--- config.mk ---
export PLATFORM = sky130hd
export DESIGN_NAME = usbd_ep_irq_req
export DESIGN_NICKNAME = d
export VERILOG_FILES = /design/src/rtl/epint_pkg.sv /design/src/rtl/epint_source_sel.sv /design/src/rtl/epint_mask_reg.sv /design/src/rtl/epint_req_array.sv /design/src/rtl/usbd_ep_irq_req.sv
export SDC_FILE = /design/constraint.sdc
export NUM_CORES = 1
export LEC_CHECK = 0
export CORE_MARGIN = 10
export CORE_UTILIZATION = 30
export DETAILED_ROUTE_END_ITERATION = 7
export DONT_BUFFER_PORTS = 1
export PLACE_DENSITY = 0.51
export SETUP_SLACK_MARGIN = 0.1
export SLEW_MARGIN = 20
export SYNTH_ARGS = -nofsm -noshare
export SYNTH_HDL_FRONTEND = slang
export SYNTH_SLANG_ARGS = --single-unit
--- constraint.sdc ---
create_clock -name clk -period 1.8 [get_ports clk]
set_input_delay 0.09 -clock clk [delete_from_list [all_inputs] [get_ports clk]]
set_output_delay 0.09 -clock clk [all_outputs]
set_load 0.02 [all_outputs]
--- src/rtl/epint_pkg.sv ---
package epint_pkg;

  typedef enum logic [2:0] {
    EPK_BULK_IN  = 3'd0,
    EPK_BULK_OUT = 3'd1,
    EPK_ISO_IN   = 3'd2,
    EPK_ISO_OUT  = 3'd3,
    EPK_GENERIC  = 3'd4
  } ep_kind_e;

  localparam int unsigned KIND_W = 3;

  localparam logic SEL_REQ  = 1'b0;
  localparam logic SEL_MASK = 1'b1;

endpackage

--- src/rtl/epint_source_sel.sv ---
module epint_source_sel
  import epint_pkg::*;
#(
  parameter ep_kind_e KIND = EPK_BULK_IN
) (
  input  logic in_done,
  input  logic tx_urun,
  input  logic out_rdy,
  input  logic rx_ovf,
  input  logic iso_err,
  input  logic aux,
  output logic hit
);

  // Source enables fixed by the endpoint type
  localparam logic USE_IN   = (KIND == EPK_BULK_IN) || (KIND == EPK_ISO_IN);
  localparam logic USE_URUN = (KIND == EPK_ISO_IN);
  localparam logic USE_OUT  = (KIND == EPK_BULK_OUT) || (KIND == EPK_ISO_OUT);
  localparam logic USE_OVF  = (KIND == EPK_ISO_OUT);
  localparam logic USE_ISO  = (KIND == EPK_ISO_OUT);
  localparam logic USE_AUX  = (KIND == EPK_GENERIC);

  always_comb begin
    hit = (USE_IN   & in_done)
        | (USE_URUN & tx_urun)
        | (USE_OUT  & out_rdy)
        | (USE_OVF  & rx_ovf)
        | (USE_ISO  & iso_err)
        | (USE_AUX  & aux);
  end

endmodule

--- src/rtl/epint_mask_reg.sv ---
module epint_mask_reg #(
  parameter int unsigned NUM_EP = 8
) (
  input  logic              clk,
  input  logic              rst_n,
  input  logic              load,
  input  logic [NUM_EP-1:0] load_data,
  output logic [NUM_EP-1:0] mask_q
);

  always_ff @(posedge clk or negedge rst_n) begin
    if (!rst_n) begin
      mask_q <= '1;
    end else if (load) begin
      mask_q <= load_data;
    end
  end

  // the mask takes the written value
  a_r12_mask_load: assert property (@(posedge clk) disable iff (!rst_n)
    load |=> (mask_q == $past(load_data)));

  // without a write the mask holds
  a_r12_mask_hold: assert property (@(posedge clk) disable iff (!rst_n)
    !load |=> $stable(mask_q));

endmodule

--- src/rtl/epint_req_array.sv ---
module epint_req_array #(
  parameter int unsigned NUM_EP = 8
) (
  input  logic              clk,
  input  logic              rst_n,
  input  logic [NUM_EP-1:0] hit,
  input  logic [NUM_EP-1:0] mask,
  input  logic              clr_en,
  input  logic [NUM_EP-1:0] clr_bits,
  output logic [NUM_EP-1:0] req_q
);

  for (genvar g = 0; g < NUM_EP; g++) begin : g_bit
    logic set_b;
    logic clr_b;

    always_comb begin
      set_b = hit[g] & ~mask[g];
      clr_b = clr_en & clr_bits[g];
    end

    // Set has priority over a same-cycle clear
    always_ff @(posedge clk or negedge rst_n) begin
      if (!rst_n) begin
        req_q[g] <= 1'b0;
      end else begin
        req_q[g] <= set_b | (req_q[g] & ~clr_b);
      end
    end

    // no flag rises without an unmasked event
    a_r2_gated_set: assert property (@(posedge clk) disable iff (!rst_n)
      (!req_q[g] && (mask[g] || !hit[g])) |=> !req_q[g]);

    // an unmasked event always leaves the flag set
    a_r5_set_wins: assert property (@(posedge clk) disable iff (!rst_n)
      (hit[g] && !mask[g]) |=> req_q[g]);

    // a one-to-clear write without a new event clears the flag
    a_r4_w1c: assert property (@(posedge clk) disable iff (!rst_n)
      (clr_en && clr_bits[g] && !(hit[g] && !mask[g])) |=> !req_q[g]);

    // without a clear a set flag holds
    a_r3_sticky: assert property (@(posedge clk) disable iff (!rst_n)
      (req_q[g] && !(clr_en && clr_bits[g])) |=> req_q[g]);
  end

endmodule

--- src/rtl/usbd_ep_irq_req.sv ---
module usbd_ep_irq_req
  import epint_pkg::*;
#(
  parameter int unsigned NUM_EP = 8,
  // Type of each endpoint slot, KIND_W bits per slot, slot 0 lowest
  parameter logic [KIND_W*NUM_EP-1:0] EP_KIND_MAP =
    {3'd4, 3'd3, 3'd2, 3'd1, 3'd0, 3'd0, 3'd3, 3'd2}
) (
  input  logic              clk,
  input  logic              rst_n,
  input  logic [NUM_EP-1:0] ev_in_done,
  input  logic [NUM_EP-1:0] ev_tx_urun,
  input  logic [NUM_EP-1:0] ev_out_rdy,
  input  logic [NUM_EP-1:0] ev_rx_ovf,
  input  logic [NUM_EP-1:0] ev_iso_err,
  input  logic [NUM_EP-1:0] ev_aux,
  input  logic              wr_en,
  input  logic              wr_sel,
  input  logic [NUM_EP-1:0] wr_data,
  input  logic              rd_sel,
  output logic [NUM_EP-1:0] rd_data,
  output logic              irq_o
);

  logic [NUM_EP-1:0] hit;
  logic [NUM_EP-1:0] mask_q;
  logic [NUM_EP-1:0] req_q;
  logic              mask_load;
  logic              req_clr;

  for (genvar g = 0; g < NUM_EP; g++) begin : g_src
    epint_source_sel #(
      .KIND(ep_kind_e'(EP_KIND_MAP[KIND_W*g +: KIND_W]))
    ) u_sel (
      .in_done(ev_in_done[g]),
      .tx_urun(ev_tx_urun[g]),
      .out_rdy(ev_out_rdy[g]),
      .rx_ovf (ev_rx_ovf[g]),
      .iso_err(ev_iso_err[g]),
      .aux    (ev_aux[g]),
      .hit    (hit[g])
    );
  end

  always_comb begin
    mask_load = wr_en & (wr_sel == SEL_MASK);
    req_clr   = wr_en & (wr_sel == SEL_REQ);
  end

  epint_mask_reg #(.NUM_EP(NUM_EP)) u_mask (
    .clk      (clk),
    .rst_n    (rst_n),
    .load     (mask_load),
    .load_data(wr_data),
    .mask_q   (mask_q)
  );

  epint_req_array #(.NUM_EP(NUM_EP)) u_req (
    .clk     (clk),
    .rst_n   (rst_n),
    .hit     (hit),
    .mask    (mask_q),
    .clr_en  (req_clr),
    .clr_bits(wr_data),
    .req_q   (req_q)
  );

  always_ff @(posedge clk or negedge rst_n) begin
    if (!rst_n) begin
      irq_o <= 1'b0;
    end else begin
      irq_o <= |req_q;
    end
  end

  always_comb begin
    rd_data = (rd_sel == SEL_MASK) ? mask_q : req_q;
  end

  // the line follows the flags with one cycle of lag
  a_r10_irq_high: assert property (@(posedge clk) disable iff (!rst_n)
    (req_q != '0) |=> irq_o);

  a_r10_irq_low: assert property (@(posedge clk) disable iff (!rst_n)
    (req_q == '0) |=> !irq_o);

endmodule

# Word-level counts from Yosys, hierarchy flattened
# Cells that the tools add are included.
# classes
n_reduce_logical	1
bitwise	57
muxes	1
# op_table
operator	n
1-bit bitwise AND	26
1-bit NOT	17
1-bit bitwise OR	14
8-bit two-way mux	1
8-bit OR reduction	1
# word_totals
output_inout_bits	9
reg_bits	17

# Depth between registers and ports, before layout
# Gate-level depths: netlist (run 1).
# logic_depth
word_depth	6
depth_mapped	3
mapped_depth_nobuf	2

# Cells and area by module
# Synthesis (run 1) repeated with hierarchy kept, for this count alone.
# hier_totals
cells_unflattened	73
hier_area_um2	919.6
# modules_own_cells
module	seq_area_each_um2	instances	cells_per_inst	area_each_um2
epint_mask_reg	210.2	1	17	341.6
epint_req_array	200.2	1	33	337.8
usbd_ep_irq_req	25.0	1	15	185.2
epint_source_sel (g_src[2].u_sel ...)	0.0	4	1	7.5
epint_source_sel (g_src[0].u_sel ...)	0.0	4	1	6.3

# Least setup slack after synthesis (run 1)
# Ideal clock, no wire load.
# synth_path
kind	register -> register
start	register u_mask.mask_q[2]
end	register u_req.req_q[2]
path_buffers	0
arrival_time_ns	0.744
path_stages_with_launch	3
setup_ns	0.121
synth_period_minus_slack_ns	0.865
required_time_ns	1.679
slack_ns	0.935
cell_sequence	dfstp_2 > inv_1 > a22o_1
# synth_via
elab_chain_len	3
# synth_rtl
element	line	source
start, declared	epint_mask_reg.sv:8	output logic [NUM_EP-1:0] mask_q
start signal, assigned	epint_mask_reg.sv:15	mask_q <= load_data;
1-bit NOT	epint_req_array.sv:18	set_b = hit[g] & ~mask[g];
1-bit bitwise AND	epint_req_array.sv:18	
1-bit bitwise OR	epint_req_array.sv:27	req_q[g] <= set_b | (req_q[g] & ~clr_b);
end signal, assigned by index	epint_req_array.sv:27	
end, declared	epint_req_array.sv:10	output logic [NUM_EP-1:0] req_q
# No other way between the ends.
# A chain may end at the register's enable or synchronous reset.

# Final worst setup path (run 1)
# layout_path
start	register u_mask.mask_q[4]
end	register u_req.req_q[4]
# Same word-level chain as after synthesis.

==> results.cfg, run 1 <==
[outcome]
status = complete, no violations

[yosys]
syn_inst = 63
synth_flop_cell = dfrtp_1
yosysTopAreaCellShare = 0.275
synth_area_leaders = dfrtp_1, dfstp_2, mux2_2
yosysSeqAreaShare = 0.532
ys_types = 14
yosysTopAreaCell = dfrtp_1
syn_avg_cell_area_um2 = 13.0
synth_seq_cells = 17
synth_common_cells = mux2_2, dfrtp_1, dfstp_2, nand3b_1
synth-edff-count = 0
postSynth.asyncResetShare = 1.00
syn_area_um2 = 818
yosys_warnings = 0
synthesis.nets = 124
yosysMostFrequentCell = mux2_2

[power_and_ir_drop]
power_leakage_nw = 0.437
peakVddDrop_v = 0.000527
power_density_nw_per_um2 = 793
finalPower_mw = 0.904

[clocking]
clk_latency_ns = 0.29
cts-root-buf = clkbuf_4
cts_made_buffers = 3
cts_sinks = 17
cts_resized = 0
htreeDepth = 1
post_cts_buffers = 0
cts_buffer_depth = 2
clk_pin_slew_worst_paths_ns = 0.09
cts_tree = done

[critical_path]
critPathLaunchType = flop
cp_max_fo = 3
max_stage_delay_ns = 0.55
cpLargestDelayFamily = buffers and inverters
worstReg2RegStart = u_mask.mask_q[4]
startpoint = u_mask.mask_q[4]
worst-path-buf-inv = 2
critPathCaptureType = flop
critPathKind = reg -> reg
cp.required_ns = 1.98
path_cells = inv_1 > a22o_1 > dlygate4sd3_1
reg2reg_slack_ns = 0.35
critPathArrivalTime_ns = 1.63
slowest_stage = dfstp_2

[hold_path]
hold_class = in -> reg
hold_path_startpoint = wr_sel

[timing]
finalHoldViolations = 0
slew_headroom = 0.488
setup_tns_ns = 0
setup_viol = 0
worstMarginPinSlew_ns = 0.765
finalCritPeriodShare = 0.807
clock.fmax_ghz = 0.688
final_max_slew_viol_count = 0
skew_ns = 0.00204
rsz0062_at_grt = false
worst_slack_ns = 0.347
fin_crit_ns = 1.45

[die]
fp.dieW_um = 72.2
die_h_um = 72.2
io_pins = 70
num_rows = 18
dieArea_um2 = 5220
start_util = 0.322
coreArea_um2 = 2540

[route]
ant_nets = 0
drt_iter0_drc = 23
drc = 0
totalWireLength_mm = 2.20
vias_per_cell = 5.11
vias = 623
wl_per_cell_um = 18.0
first_pass_iters = 4

[final_layout]
drive_gt1_frac = 0.304
syn_to_final_growth_pct = 39.3
diodes = 0
multi_input_area_um2 = 355
n_fill_cell = 232
fin_nets = 154
final-seq-area_um2 = 435
stdcell_area_um2 = 1140

[place]
io_buffers = 0
pre_cts_slack_ns = 0.837
dp_hpwl_mm = 1.54
gp_congestion = 0.647
placed_area_um2 = 843

[flow_run]
maxCapViolations = 0

[global_route]
grt_usage = 0.0876
grt_max_degree = 18
grt_pass1_vias = 700
antenna_found_initial = 0
grt_overflow_total = 0
grt_pass1_wl_mm = 3.65
[layout make-up]
class | instances | area share
clock buffers | 4 | 0.0231
inverters | 4 | 0.0132
multi-input cells | 40 | 0.312
flip-flops and latches | 17 | 0.382
well taps | 30 | 0.0329
repair buffers | 27 | 0.237
[worst reg2reg max path: stages, from the launching register on]
cell and delay, ns:
dfstp_2 0.55, inv_1 0.04, a22o_1 0.21, dlygate4sd3_1 0.55
[per-stage QoR]
step                      hold WS [ns]  instances  utilization
after floorplan                 -0.206         63            -
final                           0.0119        122        0.448
after global placement          -0.205         91        0.331
after detailed placement        -0.205         91        0.331
after global routing          -0.00101        122        0.448
after CTS                      0.00177        120        0.440
[cell usage in the layout, fill, tap and decap left out]
master,n
nor4_1,2
inv_1,4
dlygate4sd3_1,27
nor2_1,2
clkbuf_1,1
nor3_1,2
mux2_2,16
a22o_1,4
clkbuf_4,3
nand3b_1,8
nand2_4,1
dfrtp_1,9
nand2_1,1
dfstp_2,8
o2bb2ai_1,4
[final timing paths]
path                             endpoint  depth (start not counted)
hold reg to reg                     irq_o                          2
max in group asynchronous  u_req.req_q[6]                          1
setup / recovery           u_req.req_q[4]                          3
setup reg to reg           u_req.req_q[4]                          3
hold / removal             u_req.req_q[5]                          2
min in group asynchronous  u_req.req_q[2]                          1
[what timing repair did]
| item | in CTS | in global routing |
|---|---|---|
| setup endpoints to repair | 0 | 1 |
| hold buffers | 25 | 3 |
| hold endpoints to repair | 33 | 2 |
[cells by family (layout without fill, tap and decap cells)]
group / after synthesis / count (layout) / synth area share
compound gates: 8 / 8 / 0.0856
flops: 17 / 17 / 0.532
simple gates: 16 / 16 / 0.128
mux: 16 / 16 / 0.220
buf+inv: 6 / 35 / 0.0336
[where the power goes]
group / switching, mW / internal [mW] / leakage (nW)
clock: 0.114 / 0.0863 / 0.0150
sequential: 0.0392 / 0.453 / 0.173
combinational: 0.0934 / 0.119 / 0.249
[layer usage]
layer,track usage,part of all wire,vias to the layer above
li1,-,-,291
met1,0.110,0.47,298
met2,0.123,0.40,31
met3,0.0585,0.12,3
met4,0.0129,0.0050,0
met5,0,0,-
[registers in the layout, summed over array words and instances, names as in the netlist]
name           flops
u_req.req_q        8
u_mask.mask_q      8
irq_o              1
Note: power is estimated with default switching activity, not from simulation.
==> inputs of run 2 (changes only) <==
==> constraint.sdc (replaced) <==
create_clock -name clk -period 1.48 [get_ports clk]
set_input_delay 0.074 -clock clk [delete_from_list [all_inputs] [get_ports clk]]
set_output_delay 0.074 -clock clk [all_outputs]
set_load 0.02 [all_outputs]
==> results.cfg, run 2 (synthesis results as in run 1) <==
[route]
wl_per_cell_um = 18.7
drt_iter0_drc = 23
ant_nets = 0
totalWireLength_mm = 2.22
drc = 0
first_pass_iters = 4
vias = 599
vias_per_cell = 5.03

[timing]
setup_viol = 0
skew_ns = 0.00178
rsz0062_at_grt = false
fin_crit_ns = 1.18
finalCritPeriodShare = 0.797
worstMarginPinSlew_ns = 0.794
final_max_slew_viol_count = 0
slew_headroom = 0.469
clock.fmax_ghz = 0.848
finalHoldViolations = 0
setup_tns_ns = 0

[critical_path]
reg2reg_slack_ns = 0.52
cp.required_ns = 1.66
cp_max_fo = 1
startpoint = ev_iso_err[6]
critPathKind = in -> reg
critPathCaptureType = flop
critPathLaunchType = input port
r2r_cells = 2
crit_end = u_req.req_q[6]
regToRegEndpoint = irq_o
critPathArrivalTime_ns = 1.36
worstReg2RegStart = u_req.req_q[5]

[clocking]
post_cts_buffers = 0
cts_sinks = 17
htreeDepth = 1
cts_tree = done
cts_resized = 0
cts-root-buf = clkbuf_4
clk_latency_ns = 0.28
cts_made_buffers = 3
cts_buffer_depth = 2
clk_pin_slew_worst_paths_ns = 0.10

[hold_path]
hold_depth = 2
hold_class = in -> reg

[global_route]
grt_pass1_wl_mm = 3.57
grt_overflow_total = 0
grt_pass1_vias = 689
antenna_found_initial = 0
grt_usage = 0.0857
grt_max_degree = 18

[final_layout]
drive_gt1_frac = 0.315
diodes = 0
syn_to_final_growth_pct = 35.6
final_common_cell = dlygate4sd3_1
mostFrequentLayoutCells = dlygate4sd3_1, mux2_2, dfrtp_1
fin_nets = 151
finalNonFillerCells = 119
top_regs = u_mask.mask_q: 8 flops, u_req.req_q: 8 flops, irq_o: 1 flops

[die]
fp.dieW_um = 72.2
start_util = 0.322
num_rows = 18
coreArea_um2 = 2540
io_pins = 70
die_h_um = 72.2
dieArea_um2 = 5220

[power_and_ir_drop]
power_density_nw_per_um2 = 982
peakVddDrop_v = 0.000629
power_leakage_nw = 0.433

[place]
gp_congestion = 0.647
dpl.cell_count = 91
dp_hpwl_mm = 1.54
io_buffers = 0

[flow_run]
maxCapViolations = 0

[outcome]
status = complete, no violations
## run 2: changes by cell type in the layout (fill, tap and decap cells not counted)
cell and delta:
dlygate4sd3_1 -3
## run 2: cell type report
| type | instances | area (um^2) |
|---|---|---|
| flip-flops and latches | 17 | 435 |
| inverters | 4 | 15.0 |
| clock buffers | 4 | 26.3 |
| multi-input cells | 40 | 355 |
| repair buffers | 24 | 240 |
| fillers | 231 | 1440 |
| well taps | 30 | 37.5 |
## run 2: report_power, final
| group | total, mW | switching, mW | internal [mW] | leakage, nW |
|---|---|---|---|---|
| logic | 0.246 | 0.116 | 0.130 | 0.245 |
| registers | 0.598 | 0.0478 | 0.551 | 0.173 |
| clock network | 0.245 | 0.140 | 0.105 | 0.0150 |
## run 2: through the flow
stage                     cell area [um^2]  power [mW]  utilization  hold slack, ns  setup slack [ns]
after floorplan                        818       0.764            -          -0.222             0.615
after global placement                 843       0.783        0.331          -0.221             0.509
after detailed placement               843       0.790        0.331          -0.221             0.517
after CTS                             1100        1.10        0.432        0.000508             0.294
after global routing                  1110        1.17        0.436          0.0215             0.258
final                                 1110        1.09        0.436         0.00873             0.301
## run 2: how the worst min path moves through the flow
stage / from / to
after floorplan: rst_n / irq_o
after global placement: rst_n / irq_o
after detailed placement: rst_n / u_req.req_q[0]
after CTS: wr_sel / u_req.req_q[1]
after global routing: wr_sel / u_req.req_q[1]
final: wr_sel / u_req.req_q[1]
## run 2: worst max-delay path, stage by stage
cell	delay, ns
dlygate4sd3_1	0.53
nor3_1	0.13
dlygate4sd3_1	0.57
o2bb2ai_1	0.07
## run 2: routing by layer
| layer | vias up | part of all wire | GRT usage |
|---|---|---|---|
| met2 | 31 | 0.42 | 0.120 |
| met3 | 0 | 0.11 | 0.0571 |
| met1 | 285 | 0.47 | 0.108 |
| met5 | - | 0 | 0 |
| li1 | 283 | - | - |
| met4 | 0 | 0 | 0.0129 |
## run 2: repair_timing
item                                    CTS  global route
hold buffers                             23             1
hold endpoints to repair                 33             3
endpoints found under the setup margin    0             0
==> inputs of run 3 (changes only) <==
--- a/config.mk
+++ b/config.mk
@@ -5,6 +5,7 @@
 export SDC_FILE = /design/constraint.sdc
 export NUM_CORES = 1
 export LEC_CHECK = 0
+export ABC_AREA = 1
 export CORE_MARGIN = 10
 export CORE_UTILIZATION = 30
 export DETAILED_ROUTE_END_ITERATION = 7
==> constraint.sdc (replaced) <==
create_clock -name clk -period 1.14 [get_ports clk]
set_input_delay 0.057 -clock clk [delete_from_list [all_inputs] [get_ports clk]]
set_output_delay 0.057 -clock clk [all_outputs]
set_load 0.02 [all_outputs]
==> results.cfg, run 3 <==
[outcome]
status = finished with violations
violations = negative setup slack

[yosys]
synth-edff-count = 0
syn_inst = 115
ys_types = 13
yosysTopAreaCellShare = 0.256
synthesis.nets = 176
syn_area_um2 = 881
synth_seq_cells = 17
postSynth.asyncResetShare = 1.00
synth_common_cells = nand2_1, inv_1, nand3_1
syn_avg_cell_area_um2 = 7.66
synth_area_leaders = dfrtp_1, dfstp_2, nand2_1
yosysTopAreaCell = dfrtp_1
synth_flop_cell = dfrtp_1
yosys_warnings = 0
yosysSeqAreaShare = 0.494
yosysMostFrequentCell = nand2_1

[route]
drc = 0
totalWireLength_mm = 2.52
vias_per_cell = 4.52
wl_per_cell_um = 13.8
drt_iter0_drc = 25
ant_nets = 0
first_pass_iters = 4
vias = 823

[power_and_ir_drop]
power_leakage_nw = 0.632
peakVddDrop_v = 0.000814
power_density_nw_per_um2 = 1210
finalPower_mw = 1.52

[flow_run]
maxCapViolations = 0

[die]
coreArea_um2 = 2780
start_util = 0.317
die_h_um = 74.2
num_rows = 19
dieArea_um2 = 5500
io_pins = 70
fp.dieW_um = 74.2

[critical_path]
critPathKind = reg -> out
critPathArrivalTime_ns = 1.11
cp.required_ns = 1.08
slowest_stage = dfstp_2
max_stage_delay_ns = 0.54
critPathLaunchType = flop
critPathCaptureType = primary output
path_cells = nand2_1 > o21ai_1 > buf_4
cp_max_fo = 2

[final_layout]
drive_gt1_frac = 0.212
mostFrequentLayoutCells = nand2_1, dlygate4sd3_1, inv_1
syn_to_final_growth_pct = 43.0
fin_nets = 213
n_fill_cell = 283
stdcell_area_um2 = 1260
diodes = 0
top_regs = u_mask.mask_q: 8 flops, u_req.req_q: 8 flops, irq_o: 1 flops
finalNonFillerCells = 182
final_common_cell = nand2_1

[global_route]
grt_pass1_wl_mm = 4.45
grt_overflow_total = 0
grt_pass1_vias = 977
grt_usage = 0.101
antenna_found_initial = 0
grt_max_degree = 18

[clocking]
cts_buffer_depth = 2
cts_made_buffers = 3
clk_latency_ns = 0.29
clk_pin_slew_worst_paths_ns = 0.10
htreeDepth = 1
cts_sinks = 17
cts_tree = done
cts-root-buf = clkbuf_4

[hold_path]
hold_class = in -> reg

[timing]
clock.fmax_ghz = 0.860
slew_headroom = 0.485
fin_crit_ns = 1.16
final_max_slew_viol_count = 0
worstMarginPinSlew_ns = 0.770
timing.hold.ws_ns = 0.107
finalHoldViolations = 0
setup_viol = 7
finalCritPeriodShare = 1.02
worst_slack_ns = -0.0229
skew_ns = 0.00300
rsz0062_at_grt = true

[place]
io_buffers = 0
placed_area_um2 = 958
dp_hpwl_mm = 1.76
dpl.cell_count = 151
pre_cts_slack_ns = 0.263
gp_congestion = 0.725
==> run 3: cell families after synthesis <==
family                 synth area share
DFF                               0.494
buffers and inverters            0.0966
and+or+nand+nor                   0.287
AOI/OAI and AO/OA                 0.122
==> run 3: per-layer routing <==
layer | track usage | up-vias | wire length [um]
met3 | 0.0492 | 2 | 229
met1 | 0.112 | 369 | 1050
met4 | 0.0248 | 0 | 13
met2 | 0.171 | 26 | 1220
met5 | 0 | - | 0
li1 | - | 426 | -
==> run 3: report_power, final <==
group          total (mW)  switching [mW]  internal (mW)
Sequential          0.751          0.0419          0.709
Clock               0.327           0.191          0.136
Combinational       0.443           0.238          0.205
==> run 3: cell type report <==
class                      count  area [um^2]  share of cell area
multi-input combinational     78          367               0.291
clock buffer                   4         26.3              0.0209
inverter                      17         63.8              0.0506
sequential                    17          435               0.346
timing repair buffer          35          329               0.261
tap                           31         38.8              0.0308
==> run 3: worst paths after layout <==
kind | start | to | slack [ns] | cells past startpoint
max in group asynchronous | rst_n | u_req.req_q[3] | 0.39 | 1
worst min-delay path | wr_sel | u_req.req_q[4] | 0.11 | 4
worst max register to register | u_mask.mask_q[5] | u_req.req_q[5] | 0.20 | 3
worst max-delay path | u_mask.mask_q[1] | rd_data[1] | -0.02 | 3
worst min register to register | u_req.req_q[4] | u_req.req_q[4] | 0.48 | 2
min in group asynchronous | rst_n | u_req.req_q[1] | 0.27 | 1
==> run 3: what timing repair did <==
action,in CTS,in global routing
endpoints found under the hold margin,33,0
setup buffers,2,0
resized for setup,8,3
endpoints found under the setup margin,8,8
hold buffers,25,0
cloned,0,0
==> run 3: metrics by stage <==
stage / utilization / TNS (ns)
2_1_floorplan: - / 0
3_3_place_gp: 0.345 / 0
3_5_place_dp: 0.345 / 0
4_1_cts: 0.449 / -0.263
5_1_grt: 0.453 / -0.738
6_report: 0.453 / -0.118
==> run 3: worst max-delay path: cells and delay by family, from the launching register on <==
family	cells	cell delay (ns)
AND/OR/NAND/NOR	1	0.04
flip-flops	1	0.54
AO/OA/AOI/OAI	1	0.07
buffers and inverters	1	0.16
